File: src/rtl/gmii_tx_pkg.sv
package gmii_tx_pkg;

    typedef enum logic [3:0] {
        S_IDLE,
        S_PRE,
        S_SFD,
        S_DST,
        S_SRC,
        S_TYPE,
        S_DATA,
        S_PAD,
        S_FCS,
        S_GAP
    } tx_state_e;

    typedef struct packed {
        logic [7:0] data;
        logic       en;
    } gmii_beat_t;

    localparam logic [7:0]  PREAMBLE_BYTE = 8'h55;
    localparam logic [7:0]  SFD_BYTE      = 8'hD5;
    localparam logic [31:0] CRC_POLY_REF  = 32'hEDB88320;
    localparam logic [31:0] CRC_INIT      = 32'hFFFFFFFF;

    // One byte of the reflected CRC-32, data bit 0 first.
    function automatic logic [31:0] crc32_byte(input logic [31:0] crc_in,
                                               input logic [7:0]  d);
        logic [31:0] c;
        c = crc_in ^ {24'd0, d};
        for (int b = 0; b < 8; b++) begin
            c = c[0] ? ({1'b0, c[31:1]} ^ CRC_POLY_REF) : {1'b0, c[31:1]};
        end
        return c;
    endfunction

    // Byte idx of a 48-bit address, idx 0 being bits 47:40.
    function automatic logic [7:0] addr_byte(input logic [47:0] a,
                                             input logic [2:0]  idx);
        logic [7:0] r;
        r = 8'd0;
        for (int k = 0; k < 6; k++) begin
            if (idx == 3'(k)) r = a[8*(5-k) +: 8];
        end
        return r;
    endfunction

endpackage

File: src/rtl/gmii_tx_crc.sv
module gmii_tx_crc
    import gmii_tx_pkg::*;
(
    input  logic        clk,
    input  logic        rst,
    input  logic        init,
    input  logic        en,
    input  logic [7:0]  data,
    output logic [31:0] crc_q
);

    always_ff @(posedge clk) begin
        if (rst || init) begin
            crc_q <= CRC_INIT;
        end else if (en) begin
            crc_q <= crc32_byte(crc_q, data);
        end
    end

    // The register only moves on a reload or a covered byte.
    assert_crc_hold_R7: assert property (@(posedge clk) disable iff (rst)
        (!$past(init) && !$past(en)) |-> $stable(crc_q));

    // A reload leaves the start value in place before the next frame.
    assert_crc_reload_R11: assert property (@(posedge clk) disable iff (rst)
        $past(init) |-> (crc_q == CRC_INIT));

endmodule

File: src/rtl/gmii_tx_seq.sv
module gmii_tx_seq
    import gmii_tx_pkg::*;
#(
    parameter int PRE_LEN     = 7,
    parameter int MIN_PAYLOAD = 46,
    parameter int IFG_BYTES   = 12,
    parameter int CNT_W       = 4
) (
    input  logic             clk,
    input  logic             rst,
    input  logic             tx_req,
    input  logic             pl_last,
    output tx_state_e        st,
    output logic [CNT_W-1:0] cnt
);

    localparam int GAP_CYC = IFG_BYTES - 1;
    localparam int PW      = $clog2(MIN_PAYLOAD + 1);

    logic [PW-1:0] pcnt;

    always_ff @(posedge clk) begin
        if (rst) begin
            st   <= S_IDLE;
            cnt  <= '0;
            pcnt <= '0;
        end else begin
            case (st)
                S_IDLE: begin
                    cnt <= '0;
                    if (tx_req) st <= S_PRE;
                end
                S_PRE: begin
                    if (cnt == CNT_W'(PRE_LEN - 1)) begin
                        st  <= S_SFD;
                        cnt <= '0;
                    end else begin
                        cnt <= cnt + 1'b1;
                    end
                end
                S_SFD: begin
                    st   <= S_DST;
                    cnt  <= '0;
                    pcnt <= '0;
                end
                S_DST, S_SRC: begin
                    if (cnt == CNT_W'(5)) begin
                        st  <= (st == S_DST) ? S_SRC : S_TYPE;
                        cnt <= '0;
                    end else begin
                        cnt <= cnt + 1'b1;
                    end
                end
                S_TYPE: begin
                    if (cnt == CNT_W'(1)) begin
                        st  <= S_DATA;
                        cnt <= '0;
                    end else begin
                        cnt <= cnt + 1'b1;
                    end
                end
                S_DATA: begin
                    if (pcnt != PW'(MIN_PAYLOAD)) pcnt <= pcnt + 1'b1;
                    if (pl_last) begin
                        st  <= (pcnt >= PW'(MIN_PAYLOAD - 1)) ? S_FCS : S_PAD;
                        cnt <= '0;
                    end
                end
                S_PAD: begin
                    pcnt <= pcnt + 1'b1;
                    if (pcnt == PW'(MIN_PAYLOAD - 1)) begin
                        st  <= S_FCS;
                        cnt <= '0;
                    end
                end
                S_FCS: begin
                    if (cnt == CNT_W'(3)) begin
                        st  <= S_GAP;
                        cnt <= '0;
                    end else begin
                        cnt <= cnt + 1'b1;
                    end
                end
                S_GAP: begin
                    if (cnt == CNT_W'(GAP_CYC - 1)) begin
                        st  <= S_IDLE;
                        cnt <= '0;
                    end else begin
                        cnt <= cnt + 1'b1;
                    end
                end
                default: begin
                    st  <= S_IDLE;
                    cnt <= '0;
                end
            endcase
        end
    end

    // The gap can only run out into idle, never straight into a new frame.
    assert_gap_exit_R10: assert property (@(posedge clk) disable iff (rst)
        (st == S_GAP) |=> (st == S_GAP || st == S_IDLE));

    // The check sequence is never reached before the minimum payload is covered.
    assert_pad_done_R6: assert property (@(posedge clk) disable iff (rst)
        (st == S_FCS && $past(st) != S_FCS) |-> ($past(pcnt) >= PW'(MIN_PAYLOAD - 1)));

endmodule

File: src/rtl/gmii_frame_tx.sv
module gmii_frame_tx
    import gmii_tx_pkg::*;
#(
    parameter int PRE_LEN     = 7,
    parameter int MIN_PAYLOAD = 46,
    parameter int IFG_BYTES   = 12
) (
    input  logic        clk,
    input  logic        rst,
    input  logic [47:0] cfg_dst,
    input  logic [47:0] cfg_src,
    input  logic [15:0] cfg_type,
    input  logic        tx_req,
    input  logic [7:0]  pl_data,
    input  logic        pl_last,
    output logic        pl_take,
    output logic [7:0]  gmii_txd,
    output logic        gmii_tx_en,
    output logic        gmii_tx_er
);

    localparam int CNT_MAX   = (PRE_LEN > IFG_BYTES) ? PRE_LEN : IFG_BYTES;
    localparam int CNT_W     = $clog2(CNT_MAX + 7);
    localparam int MIN_ON    = PRE_LEN + 1 + 6 + 6 + 2 + MIN_PAYLOAD + 4;
    localparam int IW        = $clog2(IFG_BYTES + 1);

    tx_state_e        st;
    logic [CNT_W-1:0] cnt;
    logic [31:0]      crc_q;
    gmii_beat_t       beat_d, beat_q;
    logic             crc_init, crc_en;

    gmii_tx_seq #(
        .PRE_LEN     (PRE_LEN),
        .MIN_PAYLOAD (MIN_PAYLOAD),
        .IFG_BYTES   (IFG_BYTES),
        .CNT_W       (CNT_W)
    ) u_seq (
        .clk     (clk),
        .rst     (rst),
        .tx_req  (tx_req),
        .pl_last (pl_last),
        .st      (st),
        .cnt     (cnt)
    );

    assign crc_init = (st == S_IDLE) || (st == S_SFD);
    assign crc_en   = (st == S_DST) || (st == S_SRC) || (st == S_TYPE) ||
                      (st == S_DATA) || (st == S_PAD);

    gmii_tx_crc u_crc (
        .clk   (clk),
        .rst   (rst),
        .init  (crc_init),
        .en    (crc_en),
        .data  (beat_d.data),
        .crc_q (crc_q)
    );

    assign pl_take = (st == S_DATA);

    always_comb begin
        beat_d = '0;
        case (st)
            S_PRE:  beat_d = '{data: PREAMBLE_BYTE, en: 1'b1};
            S_SFD:  beat_d = '{data: SFD_BYTE, en: 1'b1};
            S_DST:  beat_d = '{data: addr_byte(cfg_dst, cnt[2:0]), en: 1'b1};
            S_SRC:  beat_d = '{data: addr_byte(cfg_src, cnt[2:0]), en: 1'b1};
            S_TYPE: beat_d = '{data: cnt[0] ? cfg_type[7:0] : cfg_type[15:8], en: 1'b1};
            S_DATA: beat_d = '{data: pl_data, en: 1'b1};
            S_PAD:  beat_d = '{data: 8'h00, en: 1'b1};
            S_FCS:  beat_d = '{data: ~crc_q[8*cnt[1:0] +: 8], en: 1'b1};
            default: beat_d = '0;
        endcase
    end

    always_ff @(posedge clk) begin
        if (rst) beat_q <= '0;
        else     beat_q <= beat_d;
    end

    assign gmii_txd   = beat_q.data;
    assign gmii_tx_en = beat_q.en;
    assign gmii_tx_er = 1'b0;

    // Run-length counters on the transmit enable, used only by the properties.
    logic [IW-1:0] idle_run;
    logic [15:0]   on_run;
    logic          seen_frame;

    always_ff @(posedge clk) begin
        if (rst) begin
            idle_run   <= '0;
            on_run     <= '0;
            seen_frame <= 1'b0;
        end else begin
            if (gmii_tx_en) begin
                idle_run   <= '0;
                seen_frame <= 1'b1;
                if (on_run != 16'hFFFF) on_run <= on_run + 1'b1;
            end else begin
                on_run <= '0;
                if (idle_run != IW'(IFG_BYTES)) idle_run <= idle_run + 1'b1;
            end
        end
    end

    assert_first_byte_R2: assert property (@(posedge clk) disable iff (rst)
        $rose(gmii_tx_en) |-> (gmii_txd == PREAMBLE_BYTE));

    assert_min_gap_R9: assert property (@(posedge clk) disable iff (rst)
        ($rose(gmii_tx_en) && seen_frame) |-> (idle_run == IW'(IFG_BYTES)));

    assert_min_frame_R6: assert property (@(posedge clk) disable iff (rst)
        $fell(gmii_tx_en) |-> (on_run >= 16'(MIN_ON)));

    assert_take_in_frame_R5: assert property (@(posedge clk) disable iff (rst)
        pl_take |-> gmii_tx_en);

endmodule

File: config.mk
export PLATFORM = sky130hd
export DESIGN_NAME = gmii_frame_tx
export DESIGN_NICKNAME = d
export VERILOG_FILES = /design/src/rtl/gmii_tx_pkg.sv /design/src/rtl/gmii_tx_crc.sv /design/src/rtl/gmii_tx_seq.sv /design/src/rtl/gmii_frame_tx.sv
export SDC_FILE = /design/constraint.sdc
export NUM_CORES = 1
export LEC_CHECK = 0
export ABC_AREA = 1
export ABC_CLOCK_PERIOD_IN_PS = 2400
export CAP_MARGIN = 20
export CORE_UTILIZATION = 55
export DETAILED_ROUTE_END_ITERATION = 10
export DONT_BUFFER_PORTS = 1
export PLACE_DENSITY_LB_ADDON = 0.12
export SLEW_MARGIN = 10
export SYNTH_ARGS = -nofsm -noshare
export SYNTH_HDL_FRONTEND = slang
export SYNTH_SLANG_ARGS = --single-unit
File: constraint.sdc
create_clock -name clk -period 2.4 [get_ports clk]
set_input_delay 0.48 -clock clk [delete_from_list [all_inputs] [get_ports clk]]
set_output_delay 0.48 -clock clk [all_outputs]
set_load 0.05 [all_outputs]
### After elaboration in Yosys (flattened, before gate mapping)

Index checks and enable logic that the tools add are counted.

* add/sub/neg operators: 2
* order comparisons: 1
* equal/unequal tests: 30
* shift operators: 1
* muxes and demuxes: 43
* bitwise operators: 10
* reductions and logical operators: 13

Operator list (count)
* $mux 32: 8
* $not 13->14: 8
* $mux 8: 13
* $pmux 9 s8: 1
* $mux 4: 9
* $pmux 4 s9: 1
* $mux 5: 7
* $pmux 5 s7: 1
* $shiftx 32x6->8: 1
* $xor 32x8->32: 1
* $pmux 6 s3: 1
* $eq 4x3->1 const B: 4
* $ne 2x1->1 const B: 7
* $eq 5x3->1 const B: 2
* $eq 4x2->1 const B: 2
* $eq 4x4->1 const B: 2
* $not 8->8: 1
* $reduce_and 8->1: 1
* $add 6x1->6 const B: 1
* $eq 3x2->1 const B: 2
* $eq 3x3->1 const B: 2
* $eq 6x6->1 const B: 1
* $ge 6x6->1 const B: 1
* $logic_or 1x1->1: 6
* other kinds (15): 17

* bits in registers: 56
* output and inout bits: 11
* word-level logic and storage cells: 106

### Depth between registers and ports, before layout

* word-level depth: 25
* gate-level depth with buffers: 25
* gate-level depth less buffers: 22

### By module

From an unflattened synthesis, not the netlist that was laid out.

* cells, all modules: 905
* area, all modules: 5292.6 µm²

Modules (own cells, without submodules)
* gmii_tx_crc: times used 1, cells each 349, area an instance 2294.7 µm², seq. area each 640.6 µm²
* gmii_frame_tx: times used 1, cells each 378, area an instance 1829.3 µm², seq. area each 180.2 µm²
* gmii_tx_seq: times used 1, cells each 178, area an instance 1168.6 µm², seq. area each 300.3 µm²

### Worst setup path before layout

Ideal clock, no wire load.

* path kind: reg-to-reg
* from: reg u_seq.cnt[0]
* to: reg u_crc.crc_q[27]
* setup time: 114 ps
* arrival: 2512 ps
* required time: 2286 ps
* path slack: -226 ps
* stages on the path, launching flop included: 22
* clock period less this slack: 2626 ps
* cell sequence: dfxtp_1 -> buf_4 -> inv_2 -> buf_2 -> ha_1 -> buf_4 -> nand2_2 -> inv_2 -> buf_4 -> nor2_1 -> nand2_1 -> nand2_1 -> nand2_1 -> nand3_2 -> nand2_1 -> nand2_2 -> nand2_1 -> nand2_4 -> xor2_1 -> nand2_1 -> nand3_1 -> nand2_1

* cells in the longest elaborated chain, start to end: 20
* elaborated cells on any way between the ends: 35
* those cells by class: eq/ne (5); shift (1); mux (22); bitwise (6); reduce/logical (1)

Ends and longest elaborated chain
* from (decl): RTL line gmii_tx_seq.sv:14 `output logic [CNT_W-1:0] cnt`
* from (signal assigned): RTL line gmii_tx_seq.sv:38 `cnt <= cnt + 1'b1;`
* from (signal assigned): RTL line gmii_tx_seq.sv:51 `cnt <= cnt + 1'b1;`
* from (signal assigned): RTL line gmii_tx_seq.sv:59 `cnt <= cnt + 1'b1;`
* $logic_not 3->1: RTL line gmii_tx_pkg.sv:43 `if (idx == 3'(k)) r = a[8*(5-k) +: 8];`
* $mux 8 (6 in series): RTL line gmii_tx_pkg.sv:43
* $pmux 9 s8 (*): RTL line gmii_frame_tx.sv:64 `case (st)`
* $xor 32x8->32 (*): RTL line gmii_tx_pkg.sv:30 `c = crc_in ^ {24'd0, d};`
* $mux 32 (*) (4 in series): RTL line gmii_tx_pkg.sv:32 `c = c[0] ? ({1'b0, c[31:1]} ^ CRC_POLY_REF) : {1'b0, c[31:1]};`
* $not 13->14 (no line)
* $mux 32 (*): RTL line gmii_tx_pkg.sv:32
* $not 13->14 (no line)
* $mux 32 (*) (2 in series): RTL line gmii_tx_pkg.sv:32
* $not 13->14 (no line)
* $mux 32 (*): RTL line gmii_tx_pkg.sv:32
* to (signal assigned): RTL line gmii_tx_crc.sv:16 `crc_q <= crc32_byte(crc_q, data);`
* to (decl): RTL line gmii_tx_crc.sv:9 `output logic [31:0] crc_q`

Every way passes the cells marked *; elsewhere a longest branch is shown, timed or not.
A chain may end at the register's enable or synchronous reset.

### Worst setup path after layout

* from: reg u_seq.cnt[1]
* to: reg u_crc.crc_q[21]

* cells in the longest elaborated chain, start to end: 21
* elaborated cells on any way between the ends: 35
* those cells by class: eq/ne (5); shift (1); mux (21); bitwise (7); reduce/logical (1)

Ends and longest elaborated chain (RTL line)
* $logic_not 3->1: gmii_tx_pkg.sv:43
* $mux 8 (6 in series): gmii_tx_pkg.sv:43
* $pmux 9 s8 (*): gmii_frame_tx.sv:64
* $xor 32x8->32 (*): gmii_tx_pkg.sv:30
* $mux 32 (*) (2 in series): gmii_tx_pkg.sv:32
* $not 13->14 (no line)
* $mux 32 (*) (2 in series): gmii_tx_pkg.sv:32
* $not 13->14 (no line)
* $mux 32 (*): gmii_tx_pkg.sv:32
* $not 13->14 (no line)
* $mux 32 (*) (2 in series): gmii_tx_pkg.sv:32
* $not 13->14 (no line)
* $mux 32 (*): gmii_tx_pkg.sv:32

Marked as above.

==> qor.yml <==
global_route:
  overflow: 0
  grt_pass1_vias: 5871
  met1_usage: 0.458
  grt.met3_usage: 0.0590
  track_usage: 0.345
  antenna_found_initial: 0
  grt_pass1_wl_um: 28000
  busiest_layer: "met2"
  grt_start_max_net_pins: 43
  grt_use_met2: 0.558
place:
  placed_area_sq_um: 6320
  io_buffers: 0
  place_hpwl_um: 13600
  globalplace.congestion: 0.965
status:
  violations: "negative setup slack"
  status: "finished, violations left"
layout:
  antenna_cells: 0
  fillers: 811
  fin_area_sq_um: 7350
  final_common_cell: "nand2_1"
  syn_to_final_growth_pct: 32.2
  fin_nets: 1209
  mostFrequentLayoutCells: "308 x nand2_1, 104 x inv_1, 85 x buf_4, 77 x nor2_1, 67 x nand2_2"
  drive_gt1_frac: 0.285
setup_path:
  cp.arrival_ns: 2.77
  r2r_slack_ns: -0.15
  crit_path_end_kind: "flop"
  crit_chain: "inv_4, ha_4, buf_6, nand2_2, buf_12, nor2_1, nor2_1, nand2_4, nand4_1, nand2_8, buf_6, nand2_4, nand2_2, nand2_2, nand2_1, nand2_2, nand2_2, nand2_1, nand3b_1"
  crit_top_cell: "nand2_2"
  r2r-end: "u_crc.crc_q[21]"
  cp-start-kind: "flop"
  cp_max_fo: 21
  crit_family: "simple AND/OR/NAND/NOR gates"
  timing.critical_path.slowest_stage_cell: "dfxtp_4"
  crit_type: "flop to flop"
  worstPathRequired_ns: 2.62
  path_buf_inv: 4
  r2r_start: "u_seq.cnt[1]"
  ff2ff_path_depth: 19
  crit_path_max_incr_delay_ns: 0.39
power_and_ir_drop:
  p_per_area_nw_per_um2: 990
  total_power_mw: 7.28
  leakagePower_nw: 3.94
  peakVddDrop_uv: 681
yosys:
  yosysTopAreaCellShare: 0.256
  synth_fp_nets: 1127
  async_flop_share: 0
  synth_mux_area_frac: 0
  synth_compound_area_frac: 0.130
  synth_warnings: 0
  avgSynthCellArea_sq_um: 5.60
  synth_top_family_by_area: "simple AND/OR/NAND/NOR gates"
  seq_area_frac_synth: 0.202
  synth_edf_count: 0
  ys_seq_elements: 56
  ys_types: 46
  synthCells: 994
  synth_top_cell_by_area: "nand2_1"
  synth_area_sq_um: 5560
  yosys-top-cells-area: "nand2_1 26%, dfxtp_1 20%, nand3_1 7.9%, inv_1 7.3%, nor2_1 5.6%"
  yosys.area_share.adder: 0.0202
  ys.flop_type: "dfxtp_1"
  synth_xor_area_frac: 0.0331
  yosys.area_share.simple: 0.494
clock_network:
  cts-root-buf: "clkbuf_8"
  cts_tree: "done"
  ctsHtreeMaxLevel: 2
  clkTransAtPathRegs_ns: 0.11
  cts_buffers: 5
  clock-sinks: 56
  hold_buffers: 0
  clock_latency_ns: 0.33
  clock_path_buffers: 2
worst_hold_path:
  hold_start: "rst"
  min_to: "u_seq.st[1]"
  worst_hold_path_type: "input port to flop"
  holdPathStages: 1
timing:
  clock-skew-final_ns: 0.00987
  setup_violations: 26
  fin_crit_ns: 2.55
  slew_headroom: 0.631
  slew_violations: 0
  fin_tns_setup_ns: -1.82
  finalHoldViolCount: 0
  worst_pin_slew_ns: 0.548
  grt_setup_unrepaired: "true"
  timing.fmax_ghz: 0.392
  fin_crit_sh: 1.06
  whs_ns: 0.213
  setup_ws_ns: -0.150
die:
  die_h_um: 103
  rows: 36
  die-width_um: 103
  boundaryPins: 135
  initial_core_util: 0.569
  dieArea_sq_um: 10500
  coreArea_sq_um: 9770
routing:
  vias: 6793
  drtIter0Drc: 684
  drc: 0
  viasPerCell: 5.62
  drt_first_pass_iters: 7
  drt-total-wl_um: 19200
  wl_per_cell_um: 15.9
  ant_nets: 0
run:
  cap_viol_max_count: 0
[flip-flops by register name, indices dropped and copies added, names as in the netlist]
name / count
u_seq.st: 4
gmii_tx_en: 1
u_seq.pcnt: 6
u_crc.crc_q: 32
gmii_txd: 8
u_seq.cnt: 5
[where the power goes]
part | internal, mW | switching (mW) | leakage [nW]
Sequential | 1.01 | 0.202 | 0.455
Combinational | 2.14 | 3.29 | 3.44
Clock | 0.301 | 0.336 | 0.0501
Total | 3.45 | 3.83 | 3.94
[synth_stat cells, types with 2 or more instances]
library cell / count
a21oi_1: 40
a21oi_2: 2
a21oi_4: 2
a31oi_1: 4
buf_2: 10
buf_4: 8
buf_6: 5
clkbuf_1: 11
dfxtp_1: 56
ha_1: 9
inv_1: 108
inv_2: 11
nand2_1: 380
nand2_2: 27
nand2_4: 4
nand3_1: 88
nand3_2: 3
nand3b_1: 5
nand4_1: 15
nor2_1: 83
nor2_2: 2
nor2_4: 5
nor3_1: 7
nor3b_1: 2
o211ai_1: 14
o21ai_0: 43
o21ai_1: 5
o21bai_1: 7
o221ai_1: 2
xnor2_1: 2
xor2_1: 19
[what timing repair did]
item	in CTS	in global routing
setup buffers	12	7
endpoints found under the setup margin	27	32
pin swaps	36	71
hold endpoints to repair	0	0
gates cloned	1	1
resized for setup	70	120
[final cells by class]
cell class,instances,area (sq um),share of cell area
Multi-Input combinational cell,782,4470,0.607
Inverter,121,482,0.0655
Sequential cell,56,1130,0.154
Clock inverter,1,30.0,0.00408
Clock buffer,5,68.8,0.00936
Tap cell,133,166,0.0226
Timing Repair Buffer,110,1010,0.138
[kinds of logic after synthesis]
family | Yosys count
xor gates and xnor gates | 21
adders and majority gates | 9
AOI/OAI and AO/OA | 123
and+or+nand+nor | 628
buffers and inverters | 156
DFF | 56
other | 1
[routing by layer]
layer	vias to the layer above	routed length [um]
met5	-	0
met4	0	646
met3	69	2010
met2	392	8800
met1	3041	7790
li1	3291	-
[worst max-delay path by stage]
stage | start | endpoint | slack (ns) | cells after the start
floorplan | u_seq.cnt[1] | u_crc.crc_q[15] | -0.004 | 20
global placement | u_seq.cnt[0] | u_crc.crc_q[25] | -0.13 | 21
detailed placement | u_seq.cnt[0] | u_crc.crc_q[23] | -0.15 | 22
CTS | u_seq.cnt[1] | u_crc.crc_q[16] | -0.05 | 19
global route | u_seq.cnt[1] | u_crc.crc_q[25] | -0.30 | 22
finish | u_seq.cnt[1] | u_crc.crc_q[21] | -0.15 | 19
[per-stage QoR]
step	util	setup WS (ns)	instances
final	0.752	-0.150	1208
after global routing	0.752	-0.298	1208
after CTS	0.696	-0.0474	1200
after detailed placement	0.647	-0.152	1181
after global placement	0.647	-0.132	1181
after floorplan	-	-0.00375	994
Power figures use the tool's default switching activity.
